[src/rtl/spi_rd_pkg.sv]
package spi_rd_pkg;
  localparam int HALF_W = 2;

  typedef enum logic [2:0] {
    ST_IDLE, ST_LEAD, ST_CMD, ST_ADDR, ST_DUMMY, ST_DATA, ST_END
  } rd_state_e;

  typedef struct packed {
    logic [7:0]        opc;
    logic [1:0]        dmy;
    logic [2:0]        aw;
    logic [2:0]        dw;
    logic [HALF_W-1:0] half;
  } mode_cfg_t;

  function automatic logic mode_ok(input logic [3:0] m);
    return (m >= 4'h4) && (m != 4'hF);
  endfunction

  function automatic mode_cfg_t mode_lookup(input logic [3:0] m);
    mode_cfg_t c;
    c = '{opc: 8'h0B, dmy: 2'd1, aw: 3'd1, dw: 3'd1, half: 2'd2};
    case (m)
      4'h5: c = '{opc: 8'h03, dmy: 2'd0, aw: 3'd1, dw: 3'd1, half: 2'd3};
      4'h6: c = '{opc: 8'h0B, dmy: 2'd1, aw: 3'd1, dw: 3'd2, half: 2'd1};
      4'h7: c = '{opc: 8'h1B, dmy: 2'd2, aw: 3'd1, dw: 3'd2, half: 2'd1};
      4'h8: c = '{opc: 8'h3B, dmy: 2'd1, aw: 3'd1, dw: 3'd2, half: 2'd2};
      4'h9: c = '{opc: 8'hBB, dmy: 2'd1, aw: 3'd2, dw: 3'd2, half: 2'd2};
      4'hA, 4'hC: c = '{opc: 8'h6B, dmy: 2'd1, aw: 3'd1, dw: 3'd4, half: 2'd2};
      4'hB, 4'hD, 4'hE: c = '{opc: 8'hEB, dmy: 2'd3, aw: 3'd4, dw: 3'd4, half: 2'd2};
      default: ;
    endcase
    return c;
  endfunction
endpackage

[src/rtl/spi_rd_mode_dec.sv]
module spi_rd_mode_dec
  import spi_rd_pkg::*;
(
  input  logic [3:0] mode_i,
  output mode_cfg_t  cfg_o,
  output logic       ok_o
);
  assign cfg_o = mode_lookup(mode_i);
  assign ok_o  = mode_ok(mode_i);
endmodule

[src/rtl/spi_rd_halfgen.sv]
module spi_rd_halfgen #(
  parameter int HW = 2
) (
  input  logic          clk_i,
  input  logic          rst_ni,
  input  logic          run_i,
  input  logic [HW-1:0] half_i,
  output logic          tick_o,
  output logic          phase_o
);
  localparam logic [HW-1:0] ONE = HW'(1);
  logic [HW-1:0] cnt_q;
  logic          ph_q;

  assign tick_o  = run_i && (cnt_q == half_i - ONE);
  assign phase_o = ph_q;

  always_ff @(posedge clk_i or negedge rst_ni) begin
    if (!rst_ni) begin
      cnt_q <= '0;
      ph_q  <= 1'b0;
    end else if (!run_i) begin
      cnt_q <= '0;
      ph_q  <= 1'b0;
    end else if (tick_o) begin
      cnt_q <= '0;
      ph_q  <= ~ph_q;
    end else begin
      cnt_q <= cnt_q + ONE;
    end
  end
endmodule

[src/rtl/spi_rd_deser.sv]
module spi_rd_deser (
  input  logic       clk_i,
  input  logic       rst_ni,
  input  logic       clr_i,
  input  logic       cap_i,
  input  logic [2:0] lanes_i,
  input  logic [3:0] io_i,
  output logic [7:0] byte_o,
  output logic       vld_o
);
  logic [7:0] sr_q, sr_d, byte_q;
  logic [3:0] bc_q, bc_d;
  logic       vld_q;

  always_comb begin
    case (lanes_i)
      3'd4:    sr_d = {sr_q[3:0], io_i};
      3'd2:    sr_d = {sr_q[5:0], io_i[1:0]};
      default: sr_d = {sr_q[6:0], io_i[1]};
    endcase
    bc_d = bc_q + {1'b0, lanes_i};
  end

  always_ff @(posedge clk_i or negedge rst_ni) begin
    if (!rst_ni) begin
      sr_q <= '0; byte_q <= '0; bc_q <= '0; vld_q <= 1'b0;
    end else begin
      vld_q <= 1'b0;
      if (clr_i) begin
        bc_q <= '0;
      end else if (cap_i) begin
        sr_q <= sr_d;
        if (bc_d == 4'd8) begin
          byte_q <= sr_d;
          vld_q  <= 1'b1;
          bc_q   <= '0;
        end else begin
          bc_q <= bc_d;
        end
      end
    end
  end

  assign byte_o = byte_q;
  assign vld_o  = vld_q;
endmodule

[src/rtl/spi_flash_rd_seq.sv]
module spi_flash_rd_seq
  import spi_rd_pkg::*;
#(
  parameter int LEN_W = 16
) (
  input  logic             clk_i,
  input  logic             rst_ni,
  input  logic             start_i,
  input  logic [3:0]       mode_i,
  input  logic [23:0]      addr_i,
  input  logic [LEN_W-1:0] len_i,
  output logic             busy_o,
  output logic             done_o,
  output logic             err_o,
  output logic [7:0]       byte_o,
  output logic             byte_vld_o,
  output logic             sck_o,
  output logic             cs_no,
  output logic [3:0]       io_o,
  output logic [3:0]       io_oe_o,
  input  logic [3:0]       io_i
);
  localparam int CNT_W = LEN_W + 3;
  localparam logic [CNT_W-1:0] C1 = CNT_W'(1);

  rd_state_e        state_q;
  mode_cfg_t        cfg_in, cfg_q;
  logic             ok_in;
  logic [LEN_W-1:0] len_q;
  logic [31:0]      sr_q;
  logic [CNT_W-1:0] cnt_q, addr_last, dmy_last, data_last;
  logic             run, tick, ph, rise, slot_end, err_q, done_q;

  spi_rd_mode_dec u_dec (.mode_i(mode_i), .cfg_o(cfg_in), .ok_o(ok_in));

  assign run = (state_q != ST_IDLE) && (state_q != ST_END);

  spi_rd_halfgen #(.HW(HALF_W)) u_half (
    .clk_i(clk_i), .rst_ni(rst_ni), .run_i(run), .half_i(cfg_q.half),
    .tick_o(tick), .phase_o(ph)
  );

  assign rise     = tick && !ph;
  assign slot_end = tick && ph;

  spi_rd_deser u_deser (
    .clk_i(clk_i), .rst_ni(rst_ni), .clr_i(state_q == ST_IDLE),
    .cap_i(rise && (state_q == ST_DATA)), .lanes_i(cfg_q.dw), .io_i(io_i),
    .byte_o(byte_o), .vld_o(byte_vld_o)
  );

  always_comb begin
    case (cfg_q.aw)
      3'd4:    addr_last = CNT_W'(5);
      3'd2:    addr_last = CNT_W'(11);
      default: addr_last = CNT_W'(23);
    endcase
    dmy_last = CNT_W'({cfg_q.dmy, 3'b000}) - C1;
    case (cfg_q.dw)
      3'd4:    data_last = CNT_W'({len_q, 1'b0}) - C1;
      3'd2:    data_last = CNT_W'({len_q, 2'b00}) - C1;
      default: data_last = CNT_W'({len_q, 3'b000}) - C1;
    endcase
  end

  always_ff @(posedge clk_i or negedge rst_ni) begin
    if (!rst_ni) begin
      state_q <= ST_IDLE;
      cfg_q   <= '{opc: 8'h00, dmy: 2'd0, aw: 3'd1, dw: 3'd1, half: 2'd1};
      len_q   <= '0;
      sr_q    <= '0;
      cnt_q   <= '0;
      err_q   <= 1'b0;
      done_q  <= 1'b0;
    end else begin
      err_q  <= 1'b0;
      done_q <= 1'b0;
      case (state_q)
        ST_IDLE: if (start_i) begin
          if (ok_in && (len_i != '0)) begin
            cfg_q   <= cfg_in;
            len_q   <= len_i;
            sr_q    <= {cfg_in.opc, addr_i};
            state_q <= ST_LEAD;
          end else begin
            err_q <= 1'b1;
          end
        end
        ST_LEAD: if (slot_end) begin
          state_q <= ST_CMD;
          cnt_q   <= CNT_W'(7);
        end
        ST_CMD: if (slot_end) begin
          sr_q <= sr_q << 1;
          if (cnt_q == '0) begin
            state_q <= ST_ADDR;
            cnt_q   <= addr_last;
          end else cnt_q <= cnt_q - C1;
        end
        ST_ADDR: if (slot_end) begin
          sr_q <= sr_q << cfg_q.aw;
          if (cnt_q == '0) begin
            if (cfg_q.dmy == 2'd0) begin
              state_q <= ST_DATA;
              cnt_q   <= data_last;
            end else begin
              state_q <= ST_DUMMY;
              cnt_q   <= dmy_last;
            end
          end else cnt_q <= cnt_q - C1;
        end
        ST_DUMMY: if (slot_end) begin
          if (cnt_q == '0) begin
            state_q <= ST_DATA;
            cnt_q   <= data_last;
          end else cnt_q <= cnt_q - C1;
        end
        ST_DATA: if (slot_end) begin
          if (cnt_q == '0) state_q <= ST_END;
          else cnt_q <= cnt_q - C1;
        end
        default: begin
          state_q <= ST_IDLE;
          done_q  <= 1'b1;
        end
      endcase
    end
  end

  always_comb begin
    io_o    = 4'b0000;
    io_oe_o = 4'b0000;
    if (state_q == ST_LEAD || state_q == ST_CMD) begin
      io_o    = {3'b000, sr_q[31]};
      io_oe_o = 4'b0001;
    end else if (state_q == ST_ADDR) begin
      case (cfg_q.aw)
        3'd4:    begin io_o = sr_q[31:28];            io_oe_o = 4'b1111; end
        3'd2:    begin io_o = {2'b00, sr_q[31:30]};   io_oe_o = 4'b0011; end
        default: begin io_o = {3'b000, sr_q[31]};     io_oe_o = 4'b0001; end
      endcase
    end
  end

  assign sck_o  = ph && run && (state_q != ST_LEAD);
  assign cs_no  = !run;
  assign busy_o = state_q != ST_IDLE;
  assign err_o  = err_q;
  assign done_o = done_q;
endmodule

[config.mk]
export PLATFORM = sky130hd
export DESIGN_NAME = spi_flash_rd_seq
export DESIGN_NICKNAME = d
export VERILOG_FILES = /design/src/rtl/spi_rd_pkg.sv /design/src/rtl/spi_rd_mode_dec.sv /design/src/rtl/spi_rd_halfgen.sv /design/src/rtl/spi_rd_deser.sv /design/src/rtl/spi_flash_rd_seq.sv
export SDC_FILE = /design/constraint.sdc
export NUM_CORES = 1
export LEC_CHECK = 0
export BUFFER_PORTS_ARGS = -buffer_cell sky130_fd_sc_hd__buf_2
export CAP_MARGIN = 20
export CORE_MARGIN = 2
export CORE_UTILIZATION = 50
export DETAILED_ROUTE_END_ITERATION = 16
export GPL_TIMING_DRIVEN = 0
export PLACE_DENSITY_LB_ADDON = 0.2
export SYNTH_ARGS = -nofsm -noshare
export SYNTH_HDL_FRONTEND = slang
export SYNTH_SLANG_ARGS = --single-unit
[constraint.sdc]
create_clock -name clk_i -period 3.3 [get_ports clk_i]
set_input_delay 0.165 -clock clk_i [delete_from_list [all_inputs] [get_ports clk_i]]
set_output_delay 0.165 -clock clk_i [all_outputs]
set_load 0.05 [all_outputs]
==> results of run 1 <==
[report_power, final]
group	switching (mW)	internal (mW)	total, mW
clock	0.546	0.543	1.09
sequential	0.559	1.76	2.32
combinational	3.53	2.00	5.53
[registers in the layout, indices dropped and copies added (netlist names)]
name / cells
len_q: 16
done_o: 1
u_deser.sr_q: 7
u_deser.vld_o: 1
u_half.cnt_q: 2
cnt_q: 19
u_half.phase_o: 1
u_deser.bc_q: 4
u_deser.byte_o: 8
sr_q: 32
err_o: 1
state_q: 3
cfg_q: 10
[logic make-up after synthesis]
family | count (synthesis) | synth area share (%)
flip-flops | 105 | 34.06
AO/OA/AOI/OAI | 274 | 23.99
multiplexers | 72 | 10.66
AND/OR/NAND/NOR | 358 | 22.13
adder cells (fa/ha/maj) | 7 | 1.231
XOR/XNOR | 22 | 2.592
buffers and inverters | 98 | 5.345
[area by class of cell]
class | instances | share of cell area, %
inverter | 24 | 1.038
buffer | 73 | 3.678
tap | 188 | 2.711
clock buffer | 10 | 2.755
multi-input combinational | 733 | 53.95
sequential | 105 | 30.33
clock inverter | 6 | 0.5769
timing repair buffer | 77 | 4.961
[path summary, 6_finish.rpt]
kind	endpoint	cells past startpoint	startpoint	slack (ns)
worst min-delay path	len_q[3]$_DFFE_PN0P_	3	len_i[3]	0.008
max in group asynchronous	cfg_q[2]$_DFFE_PN1P_	3	rst_ni	2.11
worst max register to register	cfg_q[1]$_DFFE_PN0P_	6	state_q[0]$_DFFE_PN0P_	0.55
worst max-delay path	io_o[0]	8	cfg_q[5]$_DFFE_PN1P_	0.38
min in group asynchronous	sr_q[18]$_DFFE_PN0P_	2	rst_ni	0.42
worst min register to register	u_half.cnt_q[0]$_DFF_PN0_	1	u_half.cnt_q[0]$_DFF_PN0_	0.49
[cells in the final DEF (no fill, tap or decap), drive strengths merged, types with 4 or more instances in the layout]
cell type,count
a211oi,10
a21o,4
a21oi,56
a221o,6
a221oi,11
a22oi,23
a2bb2oi,6
a31oi,23
and2,7
and3,6
buf,100
clkbuf,56
dfrtp,102
dlygate4sd3,4
ha,6
inv,26
mux2,38
mux2i,33
nand2,120
nand2b,12
nand3,30
nand4,10
nor2,94
nor2b,6
nor3,28
nor3b,5
nor4,15
o211ai,9
o21a,5
o21ai,52
o221ai,4
o22ai,12
o2bb2ai,11
o31ai,6
or3,8
or4,4
xnor2,9
xor2,13
[per-stage QoR]
step           util [%]  instance area, sq um  setup slack [ns]  power, mW
2_1_floorplan         -                  7725            0.3670      6.180
3_3_place_gp      54.94                  8320            0.5259      7.585
3_5_place_dp      55.13                  8351            0.5492      7.663
4_1_cts           57.31                  8680            0.1509      8.780
5_1_grt           57.28                  8676            0.2533      9.541
6_report          57.28                  8676            0.3849      8.944
[per-layer routing]
metal | vias up | routed length, um | GRT usage, %
met5 | - | 0 | 0
met4 | 0 | 431 | 8.016
met3 | 46 | 2131 | 5.342
met2 | 383 | 10040 | 42.24
met1 | 3686 | 11700 | 48.11
li1 | 3621 | - | -
[critical path: stages, from the launching register on]
cell and delay, ns:
dfstp_2 0.51, buf_2 0.34, buf_2 0.35, buf_2 0.37, a21oi_1 0.13, nand2_1 0.09, a32oi_1 0.10, nor2_1 0.18
buf_2 0.30
[timing repair]
| action | 4_1_cts | 5_1_grt |
|---|---|---|
| hold buffers | 4 | 0 |
| endpoints found under the setup margin | 0 | 1 |
| endpoints found under the hold margin | 57 | 0 |
==> flow_summary_export.csv, run 1 <==
group,metric,value,unit
final_layout,final_cell_count_no_fill,1216,
place,dpl.cell_count,1197,
final_layout,synthToLayoutAreaGrowth,12.31,%
status,status,"complete, no violations",
logic_synthesis,syn_nets,994,
logic_synthesis,synthesis.area,7725,sq um
logic_synthesis,syn_inst,936,
cts,clkTransAtPathRegs,0.08,ns
final_layout,seq_area,2631,sq um
grt,grt_max_degree,56,
cts,clockBufferDepth,2,
timing,setup_tns,0,ns
grt,grt_overflow_total,0,
drt,drc,0,
logic_synthesis,yosysWarnings,0,
power_and_ir_drop,power_density,1031,nW/um^2
setup_path,crit_fanout,15,
place,port_buffers,72,
logic_synthesis,yosys_register_bits,105,
drt,postRouteAntennaNets,0,
drt,dr.pass1.iters,7,
timing,worst_pin_slew,0.8345,ns
logic_synthesis,syn_avg_cell_area,8.253,sq um
cts,htree_levels,3,
setup_path,startpoint_type,"flip-flop",
drt,num_vias,7736,
timing,finalSetupViolCount,0,
place,globalplace.congestion,0.9502,
logic_synthesis,synthDistinctLibCells,81,
job,drv_cap,0,
final_layout,n_antenna_cell,0,
final_layout,fillCellCount,1435,
logic_synthesis,synth_edf_count,0,
grt,grt_first_pass_wirelength,39530,um
logic_synthesis,synthArstFlopShare,100.0,%
floorplan,start_util,51.00,%
timing,hold_viol_final,0,
drt,viasPerCell,6.362,
setup_path,arrival,2.75,ns
setup_path,required,3.13,ns
logic_synthesis,synth_area_leader_cell,"dfrtp_1",
drt,wl,24300,um
logic_synthesis,synthFlopType,"dfrtp_1",
grt,grt_pass1_vias,7266,
logic_synthesis,synth_area_leaders,"dfrtp_1 (33%), nand2_1 (5.8%), nor2_1 (4.6%), mux2_2 (4.4%), mux2i_1 (4.1%)",
grt,grt_use_total,30.41,%
cts,clk_latency,0.36,ns
floorplan,io-pin-count,73,
power_and_ir_drop,p_leak,3.666,nW
final_layout,multi_input_area,4681,sq um
final_layout,drive_gt1_share,16.15,%
timing,fin_skew,0.009143,ns
logic_synthesis,synthTopCellsByCount,"nand2_1 (120), dfrtp_1 (102), nor2_1 (94)",
drt,wl_per_cell,19.99,um
timing,slew_viol_final,0,
floorplan,row_count,45,
timing,fin_crit_sh,88.34,%
worst_hold_path,hp-class,"in -> reg",
cts,cts_tree,"built",
timing,fmax,343.0,MHz
setup_path,worstSetupPathType,"reg -> out",
setup_path,worst_setup_path_end_kind,"output pin",
logic_synthesis,synth_top_area_share,33.04,%
cts,post_cts_buffers,0,
cts,ctsResizeCount,0,
cts,root_buffer,"clkbuf_16",
timing,maxSlewHeadroom,44.37,%
timing,rsz0062_at_grt,"false",
cts,cts.sinks,105,
timing,min_period,2.915,ns
logic_synthesis,yosysSeqAreaShare,34.06,%
timing,hold_ws,0.007806,ns
logic_synthesis,synth_most_common_cell,"nand2_1",
floorplan,die_h,128.3,um
place,place_hpwl,17600,um
drt,drtIter0Drc,1063,
floorplan,core_area,15150,sq um
floorplan,die_x,128.3,um
grt,antenna_found_initial,0,
final_layout,nets,1081,
cts,cts_buffers,9,
floorplan,dieArea,16460,sq um
power_and_ir_drop,ir_drop,0.0005033,V
(Power assumes the default switching activity.)
==> run 2, diff against run 1 <==
ABC_AREA = 1   (was default)
==> flow_summary_export.csv, run 2 <==
group,metric,value,unit
status,status,"complete, no violations",
grt,grt_use_total,29.13,%
power_and_ir_drop,power_frac_clock,13.8,%
setup_path,worst_setup_path_end_kind,"flip-flop",
timing,rsz0062_at_grt,"false",
timing,hold_ws,0.04851,ns
final_layout,largest_reg_flops,32,
power_and_ir_drop,power_density,940.8,nW/um^2
place,port_buffers,72,
power_and_ir_drop,switchingPower,4.400,mW
final_layout,n_antenna_cell,0,
timing,setup_ws,0.7403,ns
cts,clockBufferDepth,2,
setup_path,startpoint_type,"flip-flop",
worst_hold_path,hp-class,"in -> reg",
place,post-place-ws,0.7882,ns
power_and_ir_drop,p_leak,4.591,nW
logic_synthesis,yosysSeqAreaShare,34.00,%
final_layout,synthToLayoutAreaGrowth,12.14,%
cts,ctsResizeCount,0,
grt,grt_pass1_vias,7788,
timing,maxSlewHeadroom,56.48,%
cts,root_buffer,"clkbuf_16",
logic_synthesis,syn_inst,1191,
logic_synthesis,synthesis.area,7740,sq um
floorplan,core_area,15150,sq um
timing,min_period,2.560,ns
final_layout,fin_util,57.31,%
timing,worst_pin_slew,0.6528,ns
logic_synthesis,synthArstFlopShare,100.0,%
final_layout,top_register,"sr_q",
floorplan,die_x,128.4,um
final_layout,drive_gt1_share,13.51,%
setup_path,required,3.54,ns
grt,grt_max_degree,66,
setup_path,arrival,2.80,ns
logic_synthesis,yosys_register_bits,105,
logic_synthesis,yosysWarnings,0,
logic_synthesis,synth_top_area_share,32.98,%
power_and_ir_drop,internal_power,3.765,mW
power_and_ir_drop,pwr-share-seq,26.6,%
floorplan,die_h,128.4,um
logic_synthesis,syn_nets,1249,
drt,postRouteAntennaNets,0,
logic_synthesis,synth_most_common_cell,"nand2_1",
grt,antenna_found_initial,0,
cts,cts_buffers,9,
power_and_ir_drop,ir_drop,0.0005464,V
final_layout,most-common-layout-cells,"nand2_1 (409), nand3_1 (116), nor2_1 (110), inv_1 (104), o21ai_0 (104)",
power_and_ir_drop,netSwitchingFraction,53.89,%
cts,clk_latency,0.37,ns
drt,drtIter0Drc,885,
drt,viasPerCell,5.639,
power_and_ir_drop,fin_total_pwr,8.166,mW
logic_synthesis,synth_area_leaders,"dfrtp_1 (33%), nand2_1 (20%), nand3_1 (7.5%), o21ai_0 (6.7%), nor2_1 (5.3%)",
place,globalplace.congestion,0.9686,
final_layout,layout_commonest_cell,"nand2_1",
power_and_ir_drop,pwr-share-comb,59.6,%
logic_synthesis,synth_edf_count,0,
place,place_hpwl,17110,um
timing,fin_crit_sh,77.57,%
final_layout,nets,1334,
floorplan,row_count,45,
timing,fin_skew,0.01358,ns
grt,grt_overflow_total,0,
timing,setup_tns,0,ns
drt,num_vias,8283,
setup_path,worstSetupPathType,"reg -> reg",
final_layout,fillCellCount,1512,
setup_path,r2r_slack,0.74,ns
place,post_dp_cell_area,8366,sq um
final_layout,final_cell_area,8680,sq um
drt,wl,23020,um
setup_path,crit_fanout,9,
cts,cts_tree,"built",
place,dpl.cell_count,1452,
final_layout,final_cell_count_no_fill,1469,
grt,grt_first_pass_wirelength,38360,um
job,drv_cap,0,
cts,htree_levels,3,
logic_synthesis,synthDistinctLibCells,54,
logic_synthesis,synthTopCellsByCount,"nand2_1 (409), nand3_1 (116), nor2_1 (110)",
timing,fmax,390.7,MHz
final_layout,reg_top3,"sr_q: 32 flops, cnt_q: 19 flops, len_q: 16 flops",
drt,drc,0,
floorplan,dieArea,16490,sq um
drt,dr.pass1.iters,8,
floorplan,io-pin-count,73,
drt,wl_per_cell,15.67,um
logic_synthesis,synthFlopType,"dfrtp_1",
cts,cts.sinks,105,
timing,finalSetupViolCount,0,
cts,clkTransAtPathRegs,0.08,ns
timing,slew_viol_final,0,
timing,hold_viol_final,0,
logic_synthesis,synth_area_leader_cell,"dfrtp_1",
floorplan,start_util,51.10,%
logic_synthesis,syn_avg_cell_area,6.499,sq um
-- run 2: path summary, 6_finish.rpt --
| path | startpoint | end | depth (start not counted) |
|---|---|---|---|
| setup / recovery | cfg_q[2]$_DFFE_PN1P_ | u_deser.byte_o[0]$_DFFE_PN0P_ | 9 |
| hold / removal | start_i | err_o$_DFF_PN0_ | 3 |
| setup reg to reg | cfg_q[2]$_DFFE_PN1P_ | u_deser.byte_o[0]$_DFFE_PN0P_ | 9 |
| hold reg to reg | u_deser.byte_o[4]$_DFFE_PN0P_ | u_deser.byte_o[4]$_DFFE_PN0P_ | 2 |
| max in group asynchronous | rst_ni | cfg_q[5]$_DFFE_PN1P_ | 3 |
| min in group asynchronous | rst_ni | len_q[14]$_DFFE_PN0P_ | 2 |
-- run 2: final cells by class --
| cell class | instances | area, sq um | share of cell area [%] |
|---|---|---|---|
| clock inverter | 7 | 78.83 | 0.9082 |
| clock buffer | 9 | 225.2 | 2.595 |
| multi-input combinational | 919 | 4420 | 50.93 |
| buffer | 46 | 226.5 | 2.609 |
| tap | 188 | 235.2 | 2.710 |
| inverter | 121 | 461.7 | 5.319 |
| sequential | 105 | 2631 | 30.32 |
| timing repair buffer | 74 | 400.4 | 4.613 |
-- run 2: power by group through the flow --
| stage | clock, mW | sequential, mW | combinational (mW) |
|---|---|---|---|
| 5_1_grt | 1.20 | 2.23 | 5.46 |
| 4_1_cts | 1.14 | 2.16 | 4.79 |
| 2_1_floorplan | 0 | 2.07 | 3.59 |
| 6_report | 1.13 | 2.17 | 4.87 |
| 3_3_place_gp | 0 | 2.18 | 4.73 |
| 3_5_place_dp | 0 | 2.17 | 4.76 |
-- run 2: kinds of logic after synthesis --
kind of cell,after synthesis,share of synthesized area [%]
and+or+nand+nor,695,39.15
AOI/OAI and AO/OA,201,14.90
buffers and inverters,167,8.891
DFF,105,34.00
xor gates and xnor gates,15,1.697
adders and majority gates,7,1.229
muxes,1,0.1293
-- run 2: critical path: stages (launching register included) --
cell	delay, ns
dfstp_2	0.58
ha_1	0.18
inv_1	0.05
fa_1	0.38
xor2_1	0.20
nand3b_1	0.14
nor2_1	0.40
nand2_1	0.30
nand2_1	0.11
o21ai_0	0.08
-- run 2: routing by layer --
| metal | track usage [%] | vias up | wire (um) |
|---|---|---|---|
| met5 | 0 | - | 0 |
| met4 | 10.67 | 0 | 725 |
| met3 | 5.447 | 67 | 1597 |
| met2 | 46.90 | 363 | 10320 |
| met1 | 39.32 | 3821 | 10380 |
| li1 | - | 4032 | - |
-- run 2: repair_timing --
| action | 4_1_cts | 5_1_grt |
|---|---|---|
| endpoints found under the hold margin | 40 | 0 |
| buffers inserted | 0 | 0 |
| hold buffers | 1 | 0 |
==> run 3, diff against run 2 <==
clock period = 2.6 ns   (was 3.3 ns; I/O delays follow)
==> flow_summary_export.csv, run 3 (synthesis results as in run 2) <==
group,metric,value,unit
setup_path,startpoint_type,"flip-flop",
drt,dr.pass1.iters,7,
grt,grt_use_total,29.13,%
place,port_buffers,72,
floorplan,core_area,15150,sq um
worst_hold_path,hp-class,"in -> reg",
setup_path,cp_top_family,"simple AND/OR/NAND/NOR gates",
timing,slew_viol_final,0,
worst_hold_path,hold_path.startpoint,"start_i",
setup_path,arrival,2.29,ns
timing,maxSlewHeadroom,56.08,%
floorplan,row_count,45,
power_and_ir_drop,power_density,1194,nW/um^2
grt,grt_overflow_total,0,
status,status,"complete, no violations",
cts,clkTransAtPathRegs,0.08,ns
cts,clockBufferDepth,2,
final_layout,seq_area,2631,sq um
grt,grt_max_degree,66,
place,globalplace.congestion,0.9686,
job,drv_cap,0,
setup_path,required,2.47,ns
timing,worst_pin_slew,0.6589,ns
setup_path,cp_num_buf_inv,3,
setup_path,worstSetupPathType,"reg -> out",
floorplan,die_x,128.4,um
setup_path,startpoint,"state_q[2]$_DFFE_PN0P_",
setup_path,crit_fanout,9,
final_layout,nets,1333,
setup_path,rr_worst_depth,9,
power_and_ir_drop,ir_drop,0.0006908,V
floorplan,dieArea,16490,sq um
drt,num_vias,8316,
final_layout,synthToLayoutAreaGrowth,12.16,%
place,post_dp_cell_area,8366,sq um
grt,antenna_found_initial,0,
final_layout,largest_reg_flops,32,
power_and_ir_drop,fin_total_pwr,10.37,mW
cts,cts_tree,"built",
place,place_hpwl,17110,um
final_layout,multi_input_area,4425,sq um
drt,wl_per_cell,15.69,um
cts,clk_latency,0.38,ns
final_layout,n_antenna_cell,0,
cts,cts.sinks,105,
cts,htree_levels,3,
cts,root_buffer,"clkbuf_16",
timing,hold_viol_final,0,
setup_path,slowest_delay,0.40,ns
timing,finalSetupViolCount,0,
timing,fmax,413.5,MHz
setup_path,crit_chain,"buf_4 -> nor2_4 -> nand2_4 -> nor2_1 -> inv_1 -> o32ai_1 -> buf_2",
timing,min_period,2.418,ns
drt,postRouteAntennaNets,0,
timing,rsz0062_at_grt,"false",
setup_path,cpMaxStageDelayCell,"nor2_1",
floorplan,io-pin-count,73,
floorplan,die_h,128.4,um
drt,wl,23030,um
timing,fin_skew,0.01412,ns
power_and_ir_drop,p_leak,4.591,nW
final_layout,layout_commonest_cell,"nand2_1",
final_layout,reg_top3,"sr_q: 32 flops, cnt_q: 19 flops, len_q: 16 flops",
final_layout,final_cell_area,8681,sq um
cts,post_cts_buffers,0,
timing,fin_crit_sh,93.01,%
grt,grt_pass1_vias,7788,
final_layout,fillCellCount,1509,
drt,viasPerCell,5.665,
drt,drtIter0Drc,782,
final_layout,top_register,"sr_q",
final_layout,most-common-layout-cells,"nand2_1 (408), nand3_1 (116), nor2_1 (109), inv_1 (104), o21ai_0 (104)",
setup_path,reg2reg_from,"cfg_q[2]$_DFFE_PN1P_",
grt,grt_first_pass_wirelength,38360,um
floorplan,start_util,51.10,%
worst_hold_path,whs_path_depth,3,
final_layout,fin_util,57.32,%
setup_path,worstSetupPathDepth,7,
final_layout,drive_gt1_share,13.67,%
setup_path,worst_setup_path_end_kind,"output pin",
drt,drc,0,
cts,cts_buffers,9,
timing,setup_tns,0,ns
[run 3: cell types whose count changed in the layout (fill, tap and decap cells not counted)]
cell      previous run  this run
nor2_2               5         6
nand2_1            409       408
nand2_2              8         9
nor2_1             110       109
clkbuf_1            20        19
[run 3: worst paths after layout]
path,end,slack [ns]
worst max-delay path,io_o[1],0.18
worst min-delay path,err_o$_DFF_PN0_,0.01
worst max register to register,u_deser.byte_o[0]$_DFFE_PN0P_,0.27
worst min register to register,u_deser.byte_o[5]$_DFFE_PN0P_,0.48
max in group asynchronous,cfg_q[5]$_DFFE_PN1P_,1.54
min in group asynchronous,len_q[14]$_DFFE_PN0P_,0.30
[run 3: final cells by class]
type,instances,share of cell area [%]
tap,188,2.710
inverter,121,5.319
clock buffer,9,2.594
sequential,105,30.31
buffer,45,2.566
timing repair buffer,74,4.612
multi-input combinational,919,50.98
clock inverter,7,0.9080
[run 3: per-stage QoR]
step | cells | setup slack [ns] | hold WS [ns]
2_1_floorplan | 1191 | 0.01258 | -0.1656
3_3_place_gp | 1451 | 0.1388 | 0.3871
3_5_place_dp | 1452 | 0.08824 | 0.1671
4_1_cts | 1469 | 0.04883 | 0.01139
5_1_grt | 1468 | 0.04760 | 0.02190
6_report | 1468 | 0.1817 | 0.01438
[run 3: timing repair]
| item | CTS | global route |
|---|---|---|
| endpoints found under the hold margin | 40 | 0 |
| resized for setup | 0 | 2 |
| hold buffers | 1 | 0 |
| setup endpoints to repair | 0 | 8 |
[run 3: tightest hold or removal path, stage by stage]
cell	delay, ns
buf_2	0.12
nand2_1	0.06
a21oi_1	0.03
[run 3: layer usage]
metal  share of wire, %  up-vias  global-route usage, %
met1                 44     3837                  39.32
met5                  0        -                      0
li1                   -     4030                      -
met3                8.1       68                  5.447
met4                3.0        0                  10.67
met2                 45      381                  46.90
[run 3: power by group]
| group | switching (mW) | internal, mW | leakage (nW) |
|---|---|---|---|
| registers | 0.560 | 2.21 | 1.30 |
| logic | 4.29 | 1.88 | 3.14 |
| clock network | 0.742 | 0.687 | 0.148 |
| total | 5.59 | 4.78 | 4.59 |
